<file path="config.mk">
export PLATFORM = sky130hd
export DESIGN_NAME = flash_cmd_seq
export DESIGN_NICKNAME = d
export VERILOG_FILES = /design/src/rtl/fcs_pkg.sv /design/src/rtl/fcs_cmd_fsm.sv /design/src/rtl/fcs_array.sv /design/src/rtl/fcs_read_mux.sv /design/src/rtl/flash_cmd_seq.sv
export SDC_FILE = /design/constraint.sdc
export NUM_CORES = 2
export LEC_CHECK = 0
export BUFFER_PORTS_ARGS = -buffer_cell sky130_fd_sc_hd__buf_2
export CORE_ASPECT_RATIO = 2
export CORE_MARGIN = 2
export CORE_UTILIZATION = 50
export CTS_BUF_LIST = sky130_fd_sc_hd__clkbuf_2 sky130_fd_sc_hd__clkbuf_4 sky130_fd_sc_hd__clkbuf_8
export CTS_CLUSTER_SIZE = 30
export DETAILED_ROUTE_END_ITERATION = 16
export MAX_ROUTING_LAYER = met4
export PLACE_DENSITY = 0.67
export SLEW_MARGIN = 10
export SYNTH_ARGS = -nofsm -noshare
export SYNTH_HDL_FRONTEND = slang
export SYNTH_SLANG_ARGS = --single-unit
</file>
<file path="constraint.sdc">
create_clock -name clk -period 3.45 [get_ports clk]
set_input_delay 0.345 -clock clk [delete_from_list [all_inputs] [get_ports clk]]
set_output_delay 0.345 -clock clk [all_outputs]
set_load 0.01 [all_outputs]
</file>
<file path="src/rtl/fcs_pkg.sv">
package fcs_pkg;

   typedef enum logic [3:0] {
      FS_READ,
      FS_UNLK1,
      FS_CMD,
      FS_PROG,
      FS_AUTO,
      FS_EUNLK0,
      FS_EUNLK1,
      FS_ESEL,
      FS_CHIPER,
      FS_SECER,
      FS_QRY,
      FS_AQRY
   } fcs_state_e;

   localparam logic [7:0] K_KEY_A   = 8'hAA;
   localparam logic [7:0] K_KEY_B   = 8'h55;
   localparam logic [7:0] K_ERASE   = 8'h80;
   localparam logic [7:0] K_IDENT   = 8'h90;
   localparam logic [7:0] K_PROG    = 8'hA0;
   localparam logic [7:0] K_BYPASS  = 8'h20;
   localparam logic [7:0] K_CHIP    = 8'h10;
   localparam logic [7:0] K_SECTOR  = 8'h30;
   localparam logic [7:0] K_RESET   = 8'hF0;
   localparam logic [7:0] K_QUERY   = 8'h98;
   localparam logic [7:0] K_BYP_OFF = 8'h00;
   localparam logic [10:0] QUERY_WA = 11'h055;

endpackage

</file>
<file path="src/rtl/fcs_cmd_fsm.sv">
module fcs_cmd_fsm
   import fcs_pkg::*;
#(
   parameter logic [10:0] UNLOCK_ADDR0 = 11'h555,
   parameter logic [10:0] UNLOCK_ADDR1 = 11'h2AA
) (
   input  logic       clk,
   input  logic       rst_n,
   input  logic       we,
   input  logic [10:0] wa,
   input  logic [7:0] cmd,
   input  logic       erase_done,
   output fcs_state_e st_q,
   output logic       byp_q,
   output logic       prog_we,
   output logic       chip_er,
   output logic       sect_er
);

   fcs_state_e st_d;
   logic       byp_d;
   logic       go_read;
   logic       in_erase;
   logic       is_query;

   assign in_erase = (st_q == FS_CHIPER) || (st_q == FS_SECER);
   assign is_query = (wa == QUERY_WA) && (cmd == K_QUERY);

   always_comb begin
      st_d    = st_q;
      byp_d   = byp_q;
      prog_we = 1'b0;
      chip_er = 1'b0;
      sect_er = 1'b0;
      go_read = 1'b0;
      if (in_erase && erase_done) begin
         st_d = byp_q ? FS_CMD : FS_READ;
      end else if (we) begin
         if (cmd == K_RESET && st_q != FS_PROG && !in_erase) begin
            if (st_q == FS_AQRY) st_d = FS_AUTO;
            else                 go_read = 1'b1;
         end else begin
            case (st_q)
               FS_READ, FS_EUNLK0: begin
                  if (is_query) st_d = FS_QRY;
                  else if (wa == UNLOCK_ADDR0 && cmd == K_KEY_A)
                     st_d = (st_q == FS_READ) ? FS_UNLK1 : FS_EUNLK1;
                  else go_read = 1'b1;
               end
               FS_UNLK1, FS_EUNLK1: begin
                  if (wa == UNLOCK_ADDR1 && cmd == K_KEY_B)
                     st_d = (st_q == FS_UNLK1) ? FS_CMD : FS_ESEL;
                  else go_read = 1'b1;
               end
               FS_CMD: begin
                  if (!byp_q && wa != UNLOCK_ADDR0) go_read = 1'b1;
                  else begin
                     case (cmd)
                        K_BYPASS: byp_d = 1'b1;
                        K_ERASE:  st_d  = FS_EUNLK0;
                        K_IDENT:  st_d  = FS_AUTO;
                        K_PROG:   st_d  = FS_PROG;
                        default:  go_read = 1'b1;
                     endcase
                  end
               end
               FS_PROG: begin
                  prog_we = 1'b1;
                  st_d    = byp_q ? FS_CMD : FS_READ;
               end
               FS_AUTO: begin
                  if (byp_q && cmd == K_BYP_OFF) go_read = 1'b1;
                  else if (is_query)             st_d = FS_AQRY;
                  else                           go_read = 1'b1;
               end
               FS_ESEL: begin
                  if (cmd == K_CHIP && wa == UNLOCK_ADDR0) begin
                     chip_er = 1'b1;
                     st_d    = FS_CHIPER;
                  end else if (cmd == K_SECTOR) begin
                     sect_er = 1'b1;
                     st_d    = FS_SECER;
                  end else go_read = 1'b1;
               end
               FS_CHIPER, FS_SECER: ;
               default: go_read = 1'b1;
            endcase
         end
         if (go_read) begin
            st_d  = FS_READ;
            byp_d = 1'b0;
         end
      end
   end

   always_ff @(posedge clk) begin
      if (!rst_n) begin
         st_q  <= FS_READ;
         byp_q <= 1'b0;
      end else begin
         st_q  <= st_d;
         byp_q <= byp_d;
      end
   end


   erase_hold_chk: assert property (@(posedge clk) disable iff (!rst_n)
      ((st_q == FS_CHIPER || st_q == FS_SECER) && !erase_done) |=> (st_q == $past(st_q)));


   bypass_entry_chk: assert property (@(posedge clk) disable iff (!rst_n)
      $rose(byp_q) |-> $past(we && cmd == K_BYPASS && st_q == FS_CMD));


   aqry_exit_chk: assert property (@(posedge clk) disable iff (!rst_n)
      (st_q == FS_AQRY && we && cmd == K_RESET) |=> (st_q == FS_AUTO));

endmodule

</file>
<file path="src/rtl/fcs_array.sv">
module fcs_array #(
   parameter int DW           = 16,
   parameter int DEPTH_WORDS  = 64,
   parameter int SECTOR_WORDS = 16
) (
   input  logic                           clk,
   input  logic                           rst_n,
   input  logic                           prog_we,
   input  logic                           chip_er,
   input  logic                           sect_er,
   input  logic [$clog2(DEPTH_WORDS)-1:0] idx,
   input  logic [DW-1:0]                  wdata,
   output logic [DW-1:0]                  rword
);

   localparam int IW = $clog2(DEPTH_WORDS);
   localparam int SW = $clog2(SECTOR_WORDS);

   logic [DW-1:0] words [DEPTH_WORDS];

   for (genvar i = 0; i < DEPTH_WORDS; i++) begin : g_word
      localparam logic [IW-1:0] MY_IDX = IW'(i);
      logic [DW-1:0] q;
      logic          sect_hit;

      assign sect_hit = (idx >> SW) == (MY_IDX >> SW);

      always_ff @(posedge clk) begin
         if (!rst_n)                         q <= '1;
         else if (chip_er || (sect_er && sect_hit)) q <= '1;
         else if (prog_we && idx == MY_IDX)  q <= q & wdata;
      end

      assign words[i] = q;


      only_clear_chk: assert property (@(posedge clk) disable iff (!rst_n)
         !$past(chip_er || sect_er) |-> ((q & ~$past(q)) == '0));
   end

   assign rword = words[idx];

endmodule

</file>
<file path="src/rtl/fcs_read_mux.sv">
module fcs_read_mux
   import fcs_pkg::*;
#(
   parameter int          DW           = 16,
   parameter int          SHIFT        = 1,
   parameter int          CHIP_BYTES   = 128,
   parameter int          SECT_BYTES   = 32,
   parameter int          NUM_SECT     = 4,
   parameter logic [15:0] ID0          = 16'h0001,
   parameter logic [15:0] ID1          = 16'h227E,
   parameter logic [15:0] ID2          = 16'h2210,
   parameter logic [15:0] ID3          = 16'hFFFF
) (
   input  logic          clk,
   input  logic          rst_n,
   input  logic          re,
   input  fcs_state_e    st,
   input  logic [7:0]    low_addr,
   input  logic [DW-1:0] arr_word,
   input  logic [DW-1:0] status_in,
   output logic [DW-1:0] rdata
);

   localparam logic [7:0]  SIZE_LOG2 = 8'($clog2(CHIP_BYTES));
   localparam logic [15:0] SECT_M1   = 16'(NUM_SECT - 1);
   localparam logic [23:0] SECT_LEN  = 24'(SECT_BYTES);

   logic [7:0]    off;
   logic [DW-1:0] id_word;
   logic [DW-1:0] sel;

   assign off = low_addr >> SHIFT;

   function automatic logic [7:0] table_byte(input logic [7:0] o);
      case (o)
         8'h10: return 8'h51;
         8'h11: return 8'h52;
         8'h12: return 8'h59;
         8'h13: return 8'h02;
         8'h15: return 8'h40;
         8'h1B: return 8'h27;
         8'h1C: return 8'h36;
         8'h1F: return 8'h07;
         8'h21: return 8'h09;
         8'h22: return 8'h0C;
         8'h23: return 8'h01;
         8'h25: return 8'h0A;
         8'h26: return 8'h0D;
         8'h27: return SIZE_LOG2;
         8'h28: return 8'h02;
         8'h2C: return 8'h01;
         8'h2D: return SECT_M1[7:0];
         8'h2E: return SECT_M1[15:8];
         8'h2F: return SECT_LEN[15:8];
         8'h30: return SECT_LEN[23:16];
         8'h40: return 8'h50;
         8'h41: return 8'h52;
         8'h42: return 8'h49;
         8'h43: return 8'h31;
         8'h44: return 8'h30;
         8'h46: return 8'h02;
         default: return 8'h00;
      endcase
   endfunction

   always_comb begin
      case (off)
         8'h00:   id_word = DW'(ID0);
         8'h01:   id_word = DW'(ID1);
         8'h02:   id_word = '0;
         8'h0E:   id_word = (ID2 == 16'hFFFF) ? arr_word : DW'(ID2);
         8'h0F:   id_word = (ID3 == 16'hFFFF) ? arr_word : DW'(ID3);
         default: id_word = arr_word;
      endcase
   end

   always_comb begin
      case (st)
         FS_AUTO:                      sel = id_word;
         FS_QRY, FS_AQRY:              sel = DW'(table_byte(off));
         FS_PROG, FS_CHIPER, FS_SECER: sel = status_in;
         default:                      sel = arr_word;
      endcase
   end

   always_ff @(posedge clk) begin
      if (!rst_n)  rdata <= '0;
      else if (re) rdata <= sel;
   end


   rdata_hold_chk: assert property (@(posedge clk) disable iff (!rst_n)
      !re |=> $stable(rdata));

endmodule

</file>
<file path="src/rtl/flash_cmd_seq.sv">
module flash_cmd_seq
   import fcs_pkg::*;
#(
   parameter int          BUS_BYTES    = 2,
   parameter int          ADDR_W       = 16,
   parameter int          DEPTH_WORDS  = 64,
   parameter int          SECTOR_WORDS = 16,
   parameter logic [10:0] UNLOCK_ADDR0 = 11'h555,
   parameter logic [10:0] UNLOCK_ADDR1 = 11'h2AA,
   parameter logic [15:0] ID0          = 16'h0001,
   parameter logic [15:0] ID1          = 16'h227E,
   parameter logic [15:0] ID2          = 16'h2210,
   parameter logic [15:0] ID3          = 16'hFFFF
) (
   input  logic                   clk,
   input  logic                   rst_n,
   input  logic [ADDR_W-1:0]      bus_addr,
   input  logic [8*BUS_BYTES-1:0] bus_wdata,
   input  logic                   bus_we,
   input  logic                   bus_re,
   output logic [8*BUS_BYTES-1:0] bus_rdata,
   input  logic [8*BUS_BYTES-1:0] status_in,
   input  logic                   erase_done,
   output logic                   erase_busy
);

   localparam int DW    = 8 * BUS_BYTES;
   localparam int SHIFT = (BUS_BYTES == 4) ? 2 : (BUS_BYTES == 2) ? 1 : 0;
   localparam int IW    = $clog2(DEPTH_WORDS);

   if (!(BUS_BYTES == 1 || BUS_BYTES == 2 || BUS_BYTES == 4)) begin : g_bad_width
      $error("BUS_BYTES must be 1, 2 or 4");
   end
   if ((DEPTH_WORDS & (DEPTH_WORDS - 1)) != 0 || DEPTH_WORDS < 2) begin : g_bad_depth
      $error("DEPTH_WORDS must be a power of two");
   end
   if ((SECTOR_WORDS & (SECTOR_WORDS - 1)) != 0 || SECTOR_WORDS > DEPTH_WORDS) begin : g_bad_sect
      $error("SECTOR_WORDS must be a power of two no larger than DEPTH_WORDS");
   end
   if (ADDR_W - SHIFT < 11 || ADDR_W - SHIFT < IW) begin : g_bad_addr
      $error("ADDR_W too small for the unlock compare or the array");
   end

   logic [ADDR_W-1:0] waddr;
   fcs_state_e        st;
   logic              byp;
   logic              prog_we, chip_er, sect_er;
   logic [DW-1:0]     arr_word;

   assign waddr = bus_addr >> SHIFT;

   fcs_cmd_fsm #(
      .UNLOCK_ADDR0(UNLOCK_ADDR0),
      .UNLOCK_ADDR1(UNLOCK_ADDR1)
   ) u_fsm (
      .clk       (clk),
      .rst_n     (rst_n),
      .we        (bus_we),
      .wa        (waddr[10:0]),
      .cmd       (bus_wdata[7:0]),
      .erase_done(erase_done),
      .st_q      (st),
      .byp_q     (byp),
      .prog_we   (prog_we),
      .chip_er   (chip_er),
      .sect_er   (sect_er)
   );

   fcs_array #(
      .DW          (DW),
      .DEPTH_WORDS (DEPTH_WORDS),
      .SECTOR_WORDS(SECTOR_WORDS)
   ) u_array (
      .clk    (clk),
      .rst_n  (rst_n),
      .prog_we(prog_we),
      .chip_er(chip_er),
      .sect_er(sect_er),
      .idx    (waddr[IW-1:0]),
      .wdata  (bus_wdata),
      .rword  (arr_word)
   );

   fcs_read_mux #(
      .DW        (DW),
      .SHIFT     (SHIFT),
      .CHIP_BYTES(DEPTH_WORDS * BUS_BYTES),
      .SECT_BYTES(SECTOR_WORDS * BUS_BYTES),
      .NUM_SECT  (DEPTH_WORDS / SECTOR_WORDS),
      .ID0       (ID0),
      .ID1       (ID1),
      .ID2       (ID2),
      .ID3       (ID3)
   ) u_rmux (
      .clk      (clk),
      .rst_n    (rst_n),
      .re       (bus_re),
      .st       (st),
      .low_addr (bus_addr[7:0]),
      .arr_word (arr_word),
      .status_in(status_in),
      .rdata    (bus_rdata)
   );

   assign erase_busy = (st == FS_CHIPER) || (st == FS_SECER);

endmodule

</file>
# == Word-level counts from Yosys, hierarchy flattened ==
# Memories as Yosys holds them, arrays and structs flattened.
# Index checks and enable logic that the tools add are counted.
# Widths: inputs -> output; s select.
# classes
order_cmp,1
eq_ne,105
mux,57
bitwise_logic,67
reduce_logical,104
# op_table
cell,n
$and 16x16->16,64
$eq 6x6->1 const B,32
$bmux 16 s6,1
$eq 6x5->1 const B,16
$logic_and 1x1->1,77
$pmux 16 s4,1
$mux 4,13
$eq 6x4->1 const B,8
$eq 8x8->1 const B,6
$pmux 16 s3,1
$mux 1,33
$mux 16,2
$eq 6x3->1 const B,4
$pmux 4 s6,1
$eq 4x3->1 const B,4
$eq 4x4->1 const B,4
$eq 8x6->1 const B,2
$logic_not 8->1,2
$reduce_or 2->1,7
$eq 6x2->1 const B,2
$logic_not 6->1,2
$ne 6x1->1 const B,2
$pmux 4 s3,1
$eq 11x10->1 const B,1
other kinds (34),48
# word_totals
register_bits,1045
mem_bits_ro,896
wordCells,402
memories,1
# memory_table
name,words,word_bits,rd,rd_clocked_by_memory_dff,write_ports,line_no,rtl
(name not given),128,7,1,0,0,fcs_read_mux.sv:35,case (o)

# == Depth between registers and ports, before layout ==
# logic_depth
word_depth,11
ltp_mapped,15
ltp_nobuf,8

# == Cells and area by module ==
# From an unflattened synthesis, not the netlist that was laid out.
# unflattened
hier_cells,4322
area_unflattened_um2,40978.1
# modules_own_cells
module,n_inst,cells_each,area_each_um2
fcs_array,1,4028,38748.4
fcs_read_mux,1,167,1307.5
fcs_cmd_fsm,1,126,909.6
flash_cmd_seq,1,1,12.5

# == Worst setup path before layout ==
# Ideal clock, no wire load.
# synth_timing
path_type,in2reg
start,input port bus_addr[2]
end,register u_fsm.st_q[1]
setup_time_ns,0.086
arrival_time_ns,3.176
required_time_ns,3.364
path_slack_ns,0.188
path_stages,14
path_buffers,6
cell_sequence,buf_4 > buf_4 > buf_4 > buf_2 > buf_2 > inv_1 > ha_1 > and3b_1 > buf_2 > and3_1 > nand2_1 > o311a_1 > or4_4 > a221oi_2
# synth_via
elab_chain_len,11
# synth_rtl
item,line_no,rtl
from (decl),flash_cmd_seq.sv:17,"input logic [ADDR_W-1:0] bus_addr,"
branches (longest 11 deep; another with $eq 11x7->1),n/a,
to (signal assigned),fcs_cmd_fsm.sv:101,st_q <= st_d;
to (decl),fcs_cmd_fsm.sv:13,"output fcs_state_e st_q,"
# Several ways; the timed one is not identified. The select of a mux whose other input is x is not followed.
# A chain may end at the register's enable or synchronous reset.

# == Worst setup path after layout ==
# layout_timing
start,register u_fsm.st_q[2]
end,register u_array.g_word[30].q[15]
# layout_via
elab_chain_len,10
# layout_rtl
item,line_no,rtl
$eq 4x4->1,fcs_cmd_fsm.sv:26,assign in_erase = (st_q == FS_CHIPER) || (st_q == FS_SECER);
$logic_or 1x1->1,fcs_cmd_fsm.sv:26,
$logic_not 1->1,fcs_cmd_fsm.sv:39,if (cmd == K_RESET && st_q != FS_PROG && !in_erase) begin
$logic_and 1x1->1,fcs_cmd_fsm.sv:39,
$mux 1,fcs_cmd_fsm.sv:39,
$mux 1,fcs_cmd_fsm.sv:38,end else if (we) begin
$mux 1,fcs_cmd_fsm.sv:36,if (in_erase && erase_done) begin
$logic_and 1x1->1,fcs_array.sv:30,else if (chip_er || (sect_er && sect_hit)) q <= '1;
$logic_or 1x1->1,fcs_array.sv:30,
$reduce_or 2->1 (no source line),n/a,
to (signal assigned),fcs_array.sv:31,else if (prog_we && idx == MY_IDX) q <= q & wdata;
to (decl),fcs_array.sv:23,logic [DW-1:0] q;
# Several ways; a longest one is shown, not always the timed one.

==> key figures <==
Power and ir drop
  – Switching pwr: about 5.6 mW
  – Power Density: between 500 and 600 nW/µm²
  – Sequential Power Share: 51.6%
  – Switching part of the total power: 23.9%
  – Clock power frac: 42.6%
  – Leak: 16.0 nW
  – Worst vdd ir: 0.313 mV
  – Int Pwr: 17.8 mW
  – Combinational power share: under 10%

Clock network
  – TritonCTS buffer count: 140
  – Clock root cell: clkbuf_8
  – Post-cts hold buffer count: 18
  – Resize count post-CTS: 0
  – CTS tree: done
  – Clock net sink count: 1045
  – Clk buf depth: 3
  – Setup bufs post-CTS: 0
  – H-tree depth: 4
  – Reg clk slew, reported paths: 80 ps
  – Worst skew pair latency: approximately 810 ps

Routing
  – Via density: 6.11
  – Routed Antenna Nets: 0
  – Initial drt markers: 3369
  – # DRC: 0
  – Via count: 33.6k
  – TritonRoute pass-1 iters: 8
  – Wirelength per Cell: 23.0 µm
  – Final WL: 126000 µm

Logic synthesis
  – Synthesized area: a little over 40000 µm²
  – Synthesis Warnings: 0
  – Synthesized instance count: 4366
  – Synth async-reset ratio: 0%
  – Post-synth net total: 4424
  – Register area share after synthesis: 50.8%
  – Seq cells post-synth: 1045
  – Post-synth top area cell: dfxtp_1
  – Synth unique cells: 71
  – Synthesized area per cell: 9.43 µm²
  – Commonest cells in the netlist: nand2_1, dfxtp_1, o21ai_0
  – Post-synth top area share: 50.8%
  – Top-count cell post-synth: nand2_1
  – Leading post-synthesis cells by cell area: dfxtp_1, mux4_2, o21ai_0, nand2_1, clkbuf_1
  – Top_reg_cell synth: dfxtp_1
  – EDFF count, synth: 0

Worst setup path
  – Worst path top cell family by delay: simple AND/OR/NAND/NOR gates
  – Crit. End Element: flip-flop
  – CP Launch Type: flip-flop
  – CP Data Arrival Time: 3560 ps
  – CP max stage delay: 650 ps
  – Critical path class: flip-flop to flip-flop
  – WP buf/inv: 0
  – Worst-path cell chain: nor2b_1, nand3_1, nor2_1, nand2_1, o21ai_0, nand2_1
  – Slowest cell on the critical path: nand2_1
  – Crit-path most repeated cell: nand2_1
  – Crit Path Max Fanout: 16
  – WP data required: 4100 ps

Worst hold path
  – Hold Path Class: primary input to flip-flop

Floorplanning
  – Row count: 148
  – Chip width: 207 µm
  – Io pins: 70
  – Die Y: 410 µm
  – CORE AREA: 81500 µm²
  – Initial Utilization: 50.6%
  – Die area: 84800 µm²

Global route
  – First-pass GRT wire length: just under 200000 µm
  – Vias in the first global route: 33.0k
  – Largest net degree at the start of global routing: between 100 and 150
  – Initial antenna violation count: 2
  – Grt ovf: 0
  – Total Routing Usage GR: 30.7%

Layout
  – NumNets Final: 4402
  – Share of layout cells above drive strength 1: approximately 17%
  – Final instance area: roughly 46000 µm²
  – Fillers: 7141
  – Fin util: 56.3%
  – Area delta synth->final: 11.3%

Run
  – Max Cap Violations: 0

Timing
  – Relative slew slack: 27.7%
  – Setup TNS: 0 ps
  – Max frequency: 344 MHz
  – Fin Hold WS: 77.6 ps
  – Final slew viol count: 0
  – Worst Tran Pin Value: 1080 ps
  – Tmin final: between 2000 and 3000 ps
  – Final setup viols: 0
  – Final hold violation count: 0
  – RSZ-0062 raised after global routing: no
  – Final Cycle Share: 84.4%
  – Worst Clk Skew: between 30 and 40 ps

Place
  – IO buf count: 64
  – Post-DP HPWL: 80400 µm
  – RD Place Congestion: around 1
  – Post-DP Area: 42700 µm²

Outcome
  – Status: finished clean
==> registers in the layout, indices dropped and copies added (netlist names) <==
signal / count
u_array.g_word.q: 1024
u_fsm.byp_q: 1
u_rmux.rdata: 16
u_fsm.st_q: 4
==> placed cells by master, fill, tap and decap left out, drive strengths merged, types with 18 or more instances in the layout <==
cell type and n:
buf 234, dfxtp 1045, nor2 27, a21oi 40, a22oi 92, nor2b 23, mux2i 86, nand2 1078
inv 21, dlygate4sd3 18, o21ai 1060, mux4 238, nand3 94, clkbuf 218
==> tightest hold or removal path, delay by kind of cell <==
kind            cells  cell delay, ps
compound gates      2             330
buf+inv             1              70
simple gates        1              90
==> stage by stage <==
stage          power (mW)  setup WS, ps  instances
4_1_cts              23.5           625       5494
2_1_floorplan        13.2           188       4366
5_1_grt              24.1           382       5496
3_3_place_gp         13.7           459       5234
6_report             23.4           540       5496
3_5_place_dp         13.7           445       5234
==> layer usage <==
layer  part of all wire, %  vias to the layer above  routed length [µm]  GRT usage [%]
met5                     0                        -                   0              -
met4                   7.2                        0                9140           19.8
met3                   7.0                      400                8850           4.70
met2                    49                     1434               61400           50.0
met1                    37                    16490               46800           34.9
li1                      -                    15235                   -              -
==> cell type report <==
class	instances	area (µm²)	share of cell area (%)
antenna	2	5.00	0.0109
clock buffer	218	2740	5.99
clock inverter	24	241	0.527
inverter	18	67.6	0.147
multi-input combinational	2887	18400	40.2
sequential	1045	20900	45.6
tap	1050	1310	2.87
timing repair buffer	252	2120	4.63
==> power groups by stage <==
stage	clock (mW)	combinational [mW]	sequential, mW
6_report	9.98	1.36	12.1
5_1_grt	10.6	1.42	12.1
4_1_cts	10.1	1.34	12.1
3_5_place_dp	0	1.32	12.4
3_3_place_gp	0	1.32	12.4
2_1_floorplan	0	0.809	12.4
==> cell families after synthesis <==
logic type / count (synthesis) / synth area share [%]
AOI/OAI and AO/OA: 1258 / 16.4
adders and majority gates: 5 / 0.152
buffers and inverters: 434 / 4.61
DFF: 1045 / 50.8
muxes: 326 / 15.2
and+or+nand+nor: 1298 / 12.9
==> worst paths after layout <==
check	startpoint	end	slack (ps)	cells after the start
min	status_in[1]	u_rmux.rdata[1]	80	4
max	u_fsm.st_q[2]	u_array.g_word[30].q[15]	540	6
min reg2reg	u_array.g_word[50].q[8]	u_array.g_word[50].q[8]	460	2
max reg2reg	u_fsm.st_q[2]	u_array.g_word[30].q[15]	540	6
Note: power is estimated with default switching activity, not from simulation.
